File: src/rtl/vsint_pkg.sv
package vsint_pkg;
  localparam int XLEN    = 64;
  localparam int SEL_W   = 3;
  localparam int VGEIN_W = 6;
  localparam int NALIAS  = 3;

  typedef enum logic [SEL_W-1:0] {
    SEL_GEIE   = 3'd0,
    SEL_TDELTA = 3'd1,
    SEL_TCMP   = 3'd2,
    SEL_VGEIN  = 3'd3,
    SEL_INJ    = 3'd4
  } vs_sel_e;

  localparam int INJ_SSIP = 0;
  localparam int INJ_STIP = 1;
  localparam int INJ_SEIP = 2;
endpackage

File: src/rtl/vsint_gext.sv
module vsint_gext
  import vsint_pkg::*;
#(
  parameter int GEILEN = 13
) (
  input  logic               clk,
  input  logic               rst_n,
  input  logic               wr_geie,
  input  logic [GEILEN-1:0]  geie_wd,
  input  logic               wr_vgein,
  input  logic [VGEIN_W-1:0] vgein_wd,
  input  logic [GEILEN:1]    gext_pend,
  output logic [GEILEN:0]    geie,
  output logic [VGEIN_W-1:0] vgein,
  output logic               pick,
  output logic               sgeip
);
  localparam int PICK_W = 1 << VGEIN_W;

  logic [GEILEN:1]    geie_q;
  logic [VGEIN_W-1:0] vgein_q;
  logic [GEILEN:0]    pend_full;
  logic [PICK_W-1:0]  pend_ext;

  always_ff @(posedge clk or negedge rst_n) begin
    if (!rst_n) begin
      geie_q  <= '0;
      vgein_q <= '0;
    end else begin
      if (wr_geie) geie_q <= geie_wd;
      if (wr_vgein && (vgein_wd <= VGEIN_W'(GEILEN))) vgein_q <= vgein_wd;
    end
  end

  assign pend_full = {gext_pend, 1'b0};
  assign pend_ext  = PICK_W'(pend_full);
  assign geie      = {geie_q, 1'b0};
  assign vgein     = vgein_q;
  assign pick      = pend_ext[vgein_q];
  assign sgeip     = |(pend_full & geie);
endmodule

File: src/rtl/vsint_vtimer.sv
module vsint_vtimer
  import vsint_pkg::*;
(
  input  logic            clk,
  input  logic            rst_n,
  input  logic            wr_delta,
  input  logic            wr_cmp,
  input  logic [XLEN-1:0] wd,
  input  logic [XLEN-1:0] time_now,
  output logic [XLEN-1:0] delta,
  output logic [XLEN-1:0] cmp,
  output logic            fire
);
  logic [XLEN-1:0] delta_q, cmp_q, vtime;
  logic            fire_q;

  assign vtime = time_now + delta_q;

  always_ff @(posedge clk or negedge rst_n) begin
    if (!rst_n) begin
      delta_q <= '0;
      cmp_q   <= '1;
      fire_q  <= 1'b0;
    end else begin
      fire_q <= (vtime >= cmp_q);
      if (wr_delta) delta_q <= wd;
      if (wr_cmp)   cmp_q   <= wd;
    end
  end

  assign delta = delta_q;
  assign cmp   = cmp_q;
  assign fire  = fire_q;
endmodule

File: src/rtl/vsint_inject.sv
module vsint_inject
  import vsint_pkg::*;
(
  input  logic              clk,
  input  logic              rst_n,
  input  logic              wr_inj,
  input  logic              stip_wd,
  input  logic              seip_wd,
  input  logic [NALIAS-1:0] alias_we,
  input  logic [NALIAS-1:0] alias_wbit,
  output logic              ssip,
  output logic              stip,
  output logic              seip
);
  logic [NALIAS-1:0] hit;
  logic ssip_q, stip_q, seip_q;

  for (genvar g = 0; g < NALIAS; g++) begin : g_alias
    assign hit[g] = alias_we[g] & alias_wbit[g];
  end

  always_ff @(posedge clk or negedge rst_n) begin
    if (!rst_n) begin
      ssip_q <= 1'b0;
      stip_q <= 1'b0;
      seip_q <= 1'b0;
    end else begin
      if (|alias_we) ssip_q <= |hit;
      if (wr_inj) begin
        stip_q <= stip_wd;
        seip_q <= seip_wd;
      end
    end
  end

  assign ssip = ssip_q;
  assign stip = stip_q;
  assign seip = seip_q;
endmodule

File: src/rtl/vsint_pending.sv
module vsint_pending
  import vsint_pkg::*;
#(
  parameter int GEILEN = 13
) (
  input  logic                 clk,
  input  logic                 rst_n,
  input  logic                 csr_we,
  input  logic [SEL_W-1:0]     csr_sel,
  input  logic [XLEN-1:0]      csr_wdata,
  input  logic [SEL_W-1:0]     csr_rsel,
  output logic [XLEN-1:0]      csr_rdata,
  input  logic [NALIAS-1:0]    alias_we,
  input  logic [NALIAS-1:0]    alias_wbit,
  input  logic [GEILEN:1]      gext_pend,
  input  logic                 plat_vseip,
  input  logic [XLEN-1:0]      time_now,
  output logic                 vseip,
  output logic                 vstip,
  output logic                 sgeip,
  output logic                 vssip
);
  logic [GEILEN:0]    geie;
  logic [VGEIN_W-1:0] vgein_q;
  logic [XLEN-1:0]    delta_q, tcmp_q;
  logic               gext_pick, tfire;
  logic               inj_ssip, inj_stip, inj_seip;
  logic               wr_geie, wr_delta, wr_cmp, wr_vgein, wr_inj;

  assign wr_geie  = csr_we && (csr_sel == SEL_GEIE);
  assign wr_delta = csr_we && (csr_sel == SEL_TDELTA);
  assign wr_cmp   = csr_we && (csr_sel == SEL_TCMP);
  assign wr_vgein = csr_we && (csr_sel == SEL_VGEIN);
  assign wr_inj   = csr_we && (csr_sel == SEL_INJ);

  vsint_gext #(.GEILEN(GEILEN)) u_gext (
    .clk      (clk),
    .rst_n    (rst_n),
    .wr_geie  (wr_geie),
    .geie_wd  (csr_wdata[GEILEN:1]),
    .wr_vgein (wr_vgein),
    .vgein_wd (csr_wdata[VGEIN_W-1:0]),
    .gext_pend(gext_pend),
    .geie     (geie),
    .vgein    (vgein_q),
    .pick     (gext_pick),
    .sgeip    (sgeip)
  );

  vsint_vtimer u_vtimer (
    .clk     (clk),
    .rst_n   (rst_n),
    .wr_delta(wr_delta),
    .wr_cmp  (wr_cmp),
    .wd      (csr_wdata),
    .time_now(time_now),
    .delta   (delta_q),
    .cmp     (tcmp_q),
    .fire    (tfire)
  );

  vsint_inject u_inject (
    .clk       (clk),
    .rst_n     (rst_n),
    .wr_inj    (wr_inj),
    .stip_wd   (csr_wdata[INJ_STIP]),
    .seip_wd   (csr_wdata[INJ_SEIP]),
    .alias_we  (alias_we),
    .alias_wbit(alias_wbit),
    .ssip      (inj_ssip),
    .stip      (inj_stip),
    .seip      (inj_seip)
  );

  always_comb begin
    unique case (csr_rsel)
      SEL_GEIE:   csr_rdata = XLEN'(geie);
      SEL_TDELTA: csr_rdata = delta_q;
      SEL_TCMP:   csr_rdata = tcmp_q;
      SEL_VGEIN:  csr_rdata = XLEN'(vgein_q);
      SEL_INJ:    csr_rdata = XLEN'({inj_seip, inj_stip, inj_ssip});
      default:    csr_rdata = '0;
    endcase
  end

  assign vseip = inj_seip | gext_pick | plat_vseip;
  assign vstip = inj_stip | tfire;
  assign vssip = inj_ssip;
endmodule

File: config.mk
export PLATFORM = sky130hd
export DESIGN_NAME = vsint_pending
export DESIGN_NICKNAME = d
export VERILOG_FILES = /design/src/rtl/vsint_pkg.sv /design/src/rtl/vsint_gext.sv /design/src/rtl/vsint_vtimer.sv /design/src/rtl/vsint_inject.sv /design/src/rtl/vsint_pending.sv
export SDC_FILE = /design/constraint.sdc
export NUM_CORES = 1
export LEC_CHECK = 0
export BUFFER_PORTS_ARGS = -buffer_cell sky130_fd_sc_hd__buf_4
export CORE_UTILIZATION = 53
export CTS_BUF_LIST = sky130_fd_sc_hd__clkbuf_8
export DETAILED_ROUTE_END_ITERATION = 12
export GPL_TIMING_DRIVEN = 0
export HOLD_SLACK_MARGIN = 0.08
export MAX_ROUTING_LAYER = met4
export PLACE_DENSITY = 0.83
export SLEW_MARGIN = 10
export SYNTH_ARGS = -nofsm -noshare
export SYNTH_HDL_FRONTEND = slang
export SYNTH_SLANG_ARGS = --single-unit
File: constraint.sdc
create_clock -name clk -period 4.1 [get_ports clk]
set_clock_uncertainty 0.1 [all_clocks]
set_input_delay 0.205 -clock clk [delete_from_list [all_inputs] [get_ports clk]]
set_output_delay 0.205 -clock clk [all_outputs]
set_load 0.1 [all_outputs]
==> impl_metrics.toml <==
[power]
p_int_mw = 4.32
power_frac_clock_pct = 14.3
switching_share_pct = 45.7
leakagePower_nw = 7.30
peakVddDrop_v = 0.000275
p_comb_share_pct = 58.5
power_per_cell_area_mw_per_mm2 = 502
switchingPower_mw = 3.63
pwr-share-seq_pct = 27.2

[detailed_routing]
drt-total-wl_um = 41600
vias = 12200
drtAntennaViolNets = 0
wire_per_inst_um = 21.1
vias_per_cell = 6.17
drc = 0
drtIter0Drc = 1003
dr.pass1.iters = 7

[finish]
fin_cells = 1969
utilization_pct = 71.7
stdcell_area_mm2 = 0.0158
drive_gt1_share_pct = 30.5
nNetsFinal = 1960
multi_input_area_mm2 = 0.00804
regArea_mm2 = 0.00386
fillCellCount = 1653
syn2layout_area_growth_pct = 30.9

[logic_synthesis]
ys.flop_type = "dfrtp_1"
netlist_area_mm2 = 0.0121
synth_edf_count = 0
synth_fp_nets = 1624
synth_cell_types = 69
synth-seq-cells = 151
synth_area_leader_cell = "dfrtp_1"
synth_area_per_cell_um2 = 9.04
synthTopCellsByCount = "nand2_1 (128), ha_1 (127), a21oi_1 (109)"
synthTopCellsByArea = "dfrtp_1 (18%), dfstp_2 (14%), ha_1 (13%), mux2_2 (7.8%), a21oi_1 (4.5%)"
netlist.area_leader.share_pct = 18.0
async_flop_share_pct = 100
synth_cells = 1339
ys.warnings.count = 0
synth_most_common_cell = "nand2_1"
ys_seq_area_share_pct = 31.9

[outcome]
status = "complete, but fails checks"
violations = "negative setup slack"

[min_path]
holdPathStages = 3
hold_path.class = "in -> reg"

[sta]
hold_viol = 0
fmax_mhz = 221
finalCritPeriodShare_pct = 110
maxSlewViolCount = 0
min_period_ps = 4520
fin_setup_tns_ps = -417
hold_slack_ps = 101
relSlewSlack_pct = 26.0
finalWorstSetupSlack_ps = -417
worstMarginPinSlew_ps = 1110
rsz0062_at_grt = "true"
setup_viol_count_final = 1

[global_route]
grt_overflow_total = 0
antenna_found_initial = 0
grt_pass1_vias = 12100
grt_first_pass_wirelength_um = 64500
grtUsageTotal_pct = 36.4
grt_max_degree = 83

[die]
dieArea_mm2 = 0.0235
core-area_mm2 = 0.0221
die_h_um = 153
die_x_um = 153
initial_utilization_pct = 54.8
row_count = 54
boundaryPins = 225

[clock_tree]
path_clk_slew_ps = 90
cts_max_path_buffers = 2
cts_buffers = 17
cts_tree = "done"
cts_max_level = 4
cts_root_buf = "clkbuf_8"
clk_latency_ps = 480
cts.sinks = 151

[setup_path]
r2r_end = "u_vtimer.fire"
crit_path_cell_trace = "ha_4 -> a21o_1 -> a21o_1 -> a221oi_4 -> o41ai_4 -> buf_4 -> a31o_4 -> a21oi_4 -> o211ai_1 -> buf_4 -> xor2_2 -> ha_1 -> a21o_1 -> a21o_1 -> a21oi_2 -> o21ai_2 -> a221oi_2 -> o21ai_2 -> nand2_1 -> and3_1 -> o21ai_1"
critPathMaxFanout = 5
cp-startpoint = "u_vtimer.delta[4]"
critPathMaxStageDelay_ps = 440
reg2regPathDepth = 21
path_buf_inv = 2
critPathLaunchType = "flop"
crit_path_end = "u_vtimer.fire"
cp.arrival_ps = 4770
crit_cells = 21
required_ps = 4350
end_kind = "flop"
path_class = "reg -> reg"
slowest_stage = "dfrtp_1"
reg2reg_from = "u_vtimer.delta[4]"
critical_path.top_delay_family = "compound AO/OA/AOI/OAI gates"
cp_common_cell = "a21o_1"
rrSetupSlack_ps = -420

[placement]
dpl_cell_area_mm2 = 0.0142
placed_cells = 1844
gp_congestion = 0.948
port-buffer-count = 224
dp.final_hpwl_um = 30800

[flow_run]
cap_viol_max_count = 0
## kinds of logic after synthesis
group                    count (synthesis)  synth area share, %
AO/OA/AOI/OAI                          433                 23.8
buffers and inverters                  158                 4.98
AND/OR/NAND/NOR                        307                 11.8
multiplexers                           101                 9.84
flip-flops                             151                 31.9
XOR/XNOR                                61                 4.41
adder cells (fa/ha/maj)                128                 13.3
## stage by stage
| stage | power (mW) | worst slack [ps] |
|---|---|---|
| floorplan | 5.22 | 0.920 |
| global placement | 6.16 | -1400 |
| detailed placement | 6.29 | -1360 |
| CTS | 7.68 | -381 |
| global route | 8.45 | -556 |
| finish | 7.96 | -417 |
## sequential cells by signal, summed over array words and instances, names as in the netlist
name            cells
u_gext.geie_q      13
u_gext.vgein        6
u_inject.seip       1
u_inject.ssip       1
u_inject.stip       1
u_vtimer.cmp       64
u_vtimer.delta     64
u_vtimer.fire       1
## power groups by stage
stage / combinational (mW) / clock, mW / sequential [mW]
finish: 4.66 / 1.14 / 2.17
floorplan: 3.13 / 0 / 2.09
global placement: 4.01 / 0 / 2.15
CTS: 4.39 / 1.14 / 2.15
detailed placement: 4.12 / 0 / 2.18
global route: 5.06 / 1.19 / 2.20
## area by class of cell
| type | instances | share of cell area (%) |
|---|---|---|
| Inverter | 94 | 2.23 |
| Buffer | 56 | 1.38 |
| Tap cell | 280 | 2.21 |
| Clock inverter | 12 | 0.608 |
| Antenna cell | 1 | 0.0158 |
| Clock buffer | 20 | 1.74 |
| Timing Repair Buffer | 325 | 16.7 |
| Multi-Input combinational cell | 1030 | 50.8 |
| Sequential cell | 151 | 24.4 |
## worst min-delay path by stage
| stage | start | end | slack [ps] |
|---|---|---|---|
| floorplan | rst_n | u_gext.geie_q[10] | -190 |
| global placement | alias_wbit[2] | u_inject.ssip | 320 |
| detailed placement | rst_n | u_gext.geie_q[8] | 90 |
| CTS | csr_sel[2] | u_gext.geie_q[1] | 80 |
| global route | csr_sel[2] | u_gext.geie_q[1] | 120 |
| finish | csr_sel[2] | u_gext.geie_q[1] | 100 |
## metal layers
metal	global-route usage [%]	wire, um
met1	45.5	17400
met2	59.6	19800
met3	4.28	2860
met4	15.3	1570
met5	-	0
## placed cells by master, fill, tap and decap left out, types with 6 or more instances in the layout
cell	instances
a21o_1	61
a21oi_1	97
a21oi_2	9
a22o_1	51
a22oi_1	7
a31oi_1	7
and2_1	8
and3_1	7
buf_2	7
buf_4	252
clkbuf_1	45
clkbuf_8	20
dfrtp_1	87
dfstp_2	64
dlygate4sd3_1	70
ha_1	121
inv_1	94
mux2_2	84
mux2i_1	11
mux4_2	6
nand2_1	127
nand3_1	18
nand4_1	35
nor2_1	66
nor2b_1	7
nor3_1	7
o21a_1	6
o21ai_0	91
o21ai_1	9
o21ai_2	9
o21bai_1	23
xnor2_1	44
xor2_1	15
## worst reg2reg max path, stage by stage, from the launching register on
cell      delay [ps]
dfrtp_1          440
ha_4             290
a21o_1           190
a21o_1           200
a221oi_4         370
o41ai_4          120
buf_4            180
a31o_4           260
a21oi_4          160
o211ai_1         120
buf_4            190
xor2_2           150
ha_1             330
a21o_1           170
a21o_1           180
a21oi_2          170
o21ai_2           80
a221oi_2         320
o21ai_2          120
nand2_1           70
and3_1           150
o21ai_1           60
## what timing repair did
item                                    4_1_cts  5_1_grt
endpoints found under the setup margin        1        1
buffers inserted                             14       16
endpoints found under the hold margin       245        0
gates resized for setup                      48       35
hold buffers                                 70        0
pin swaps                                    21       40
Note: power is estimated with default switching activity, not from simulation.
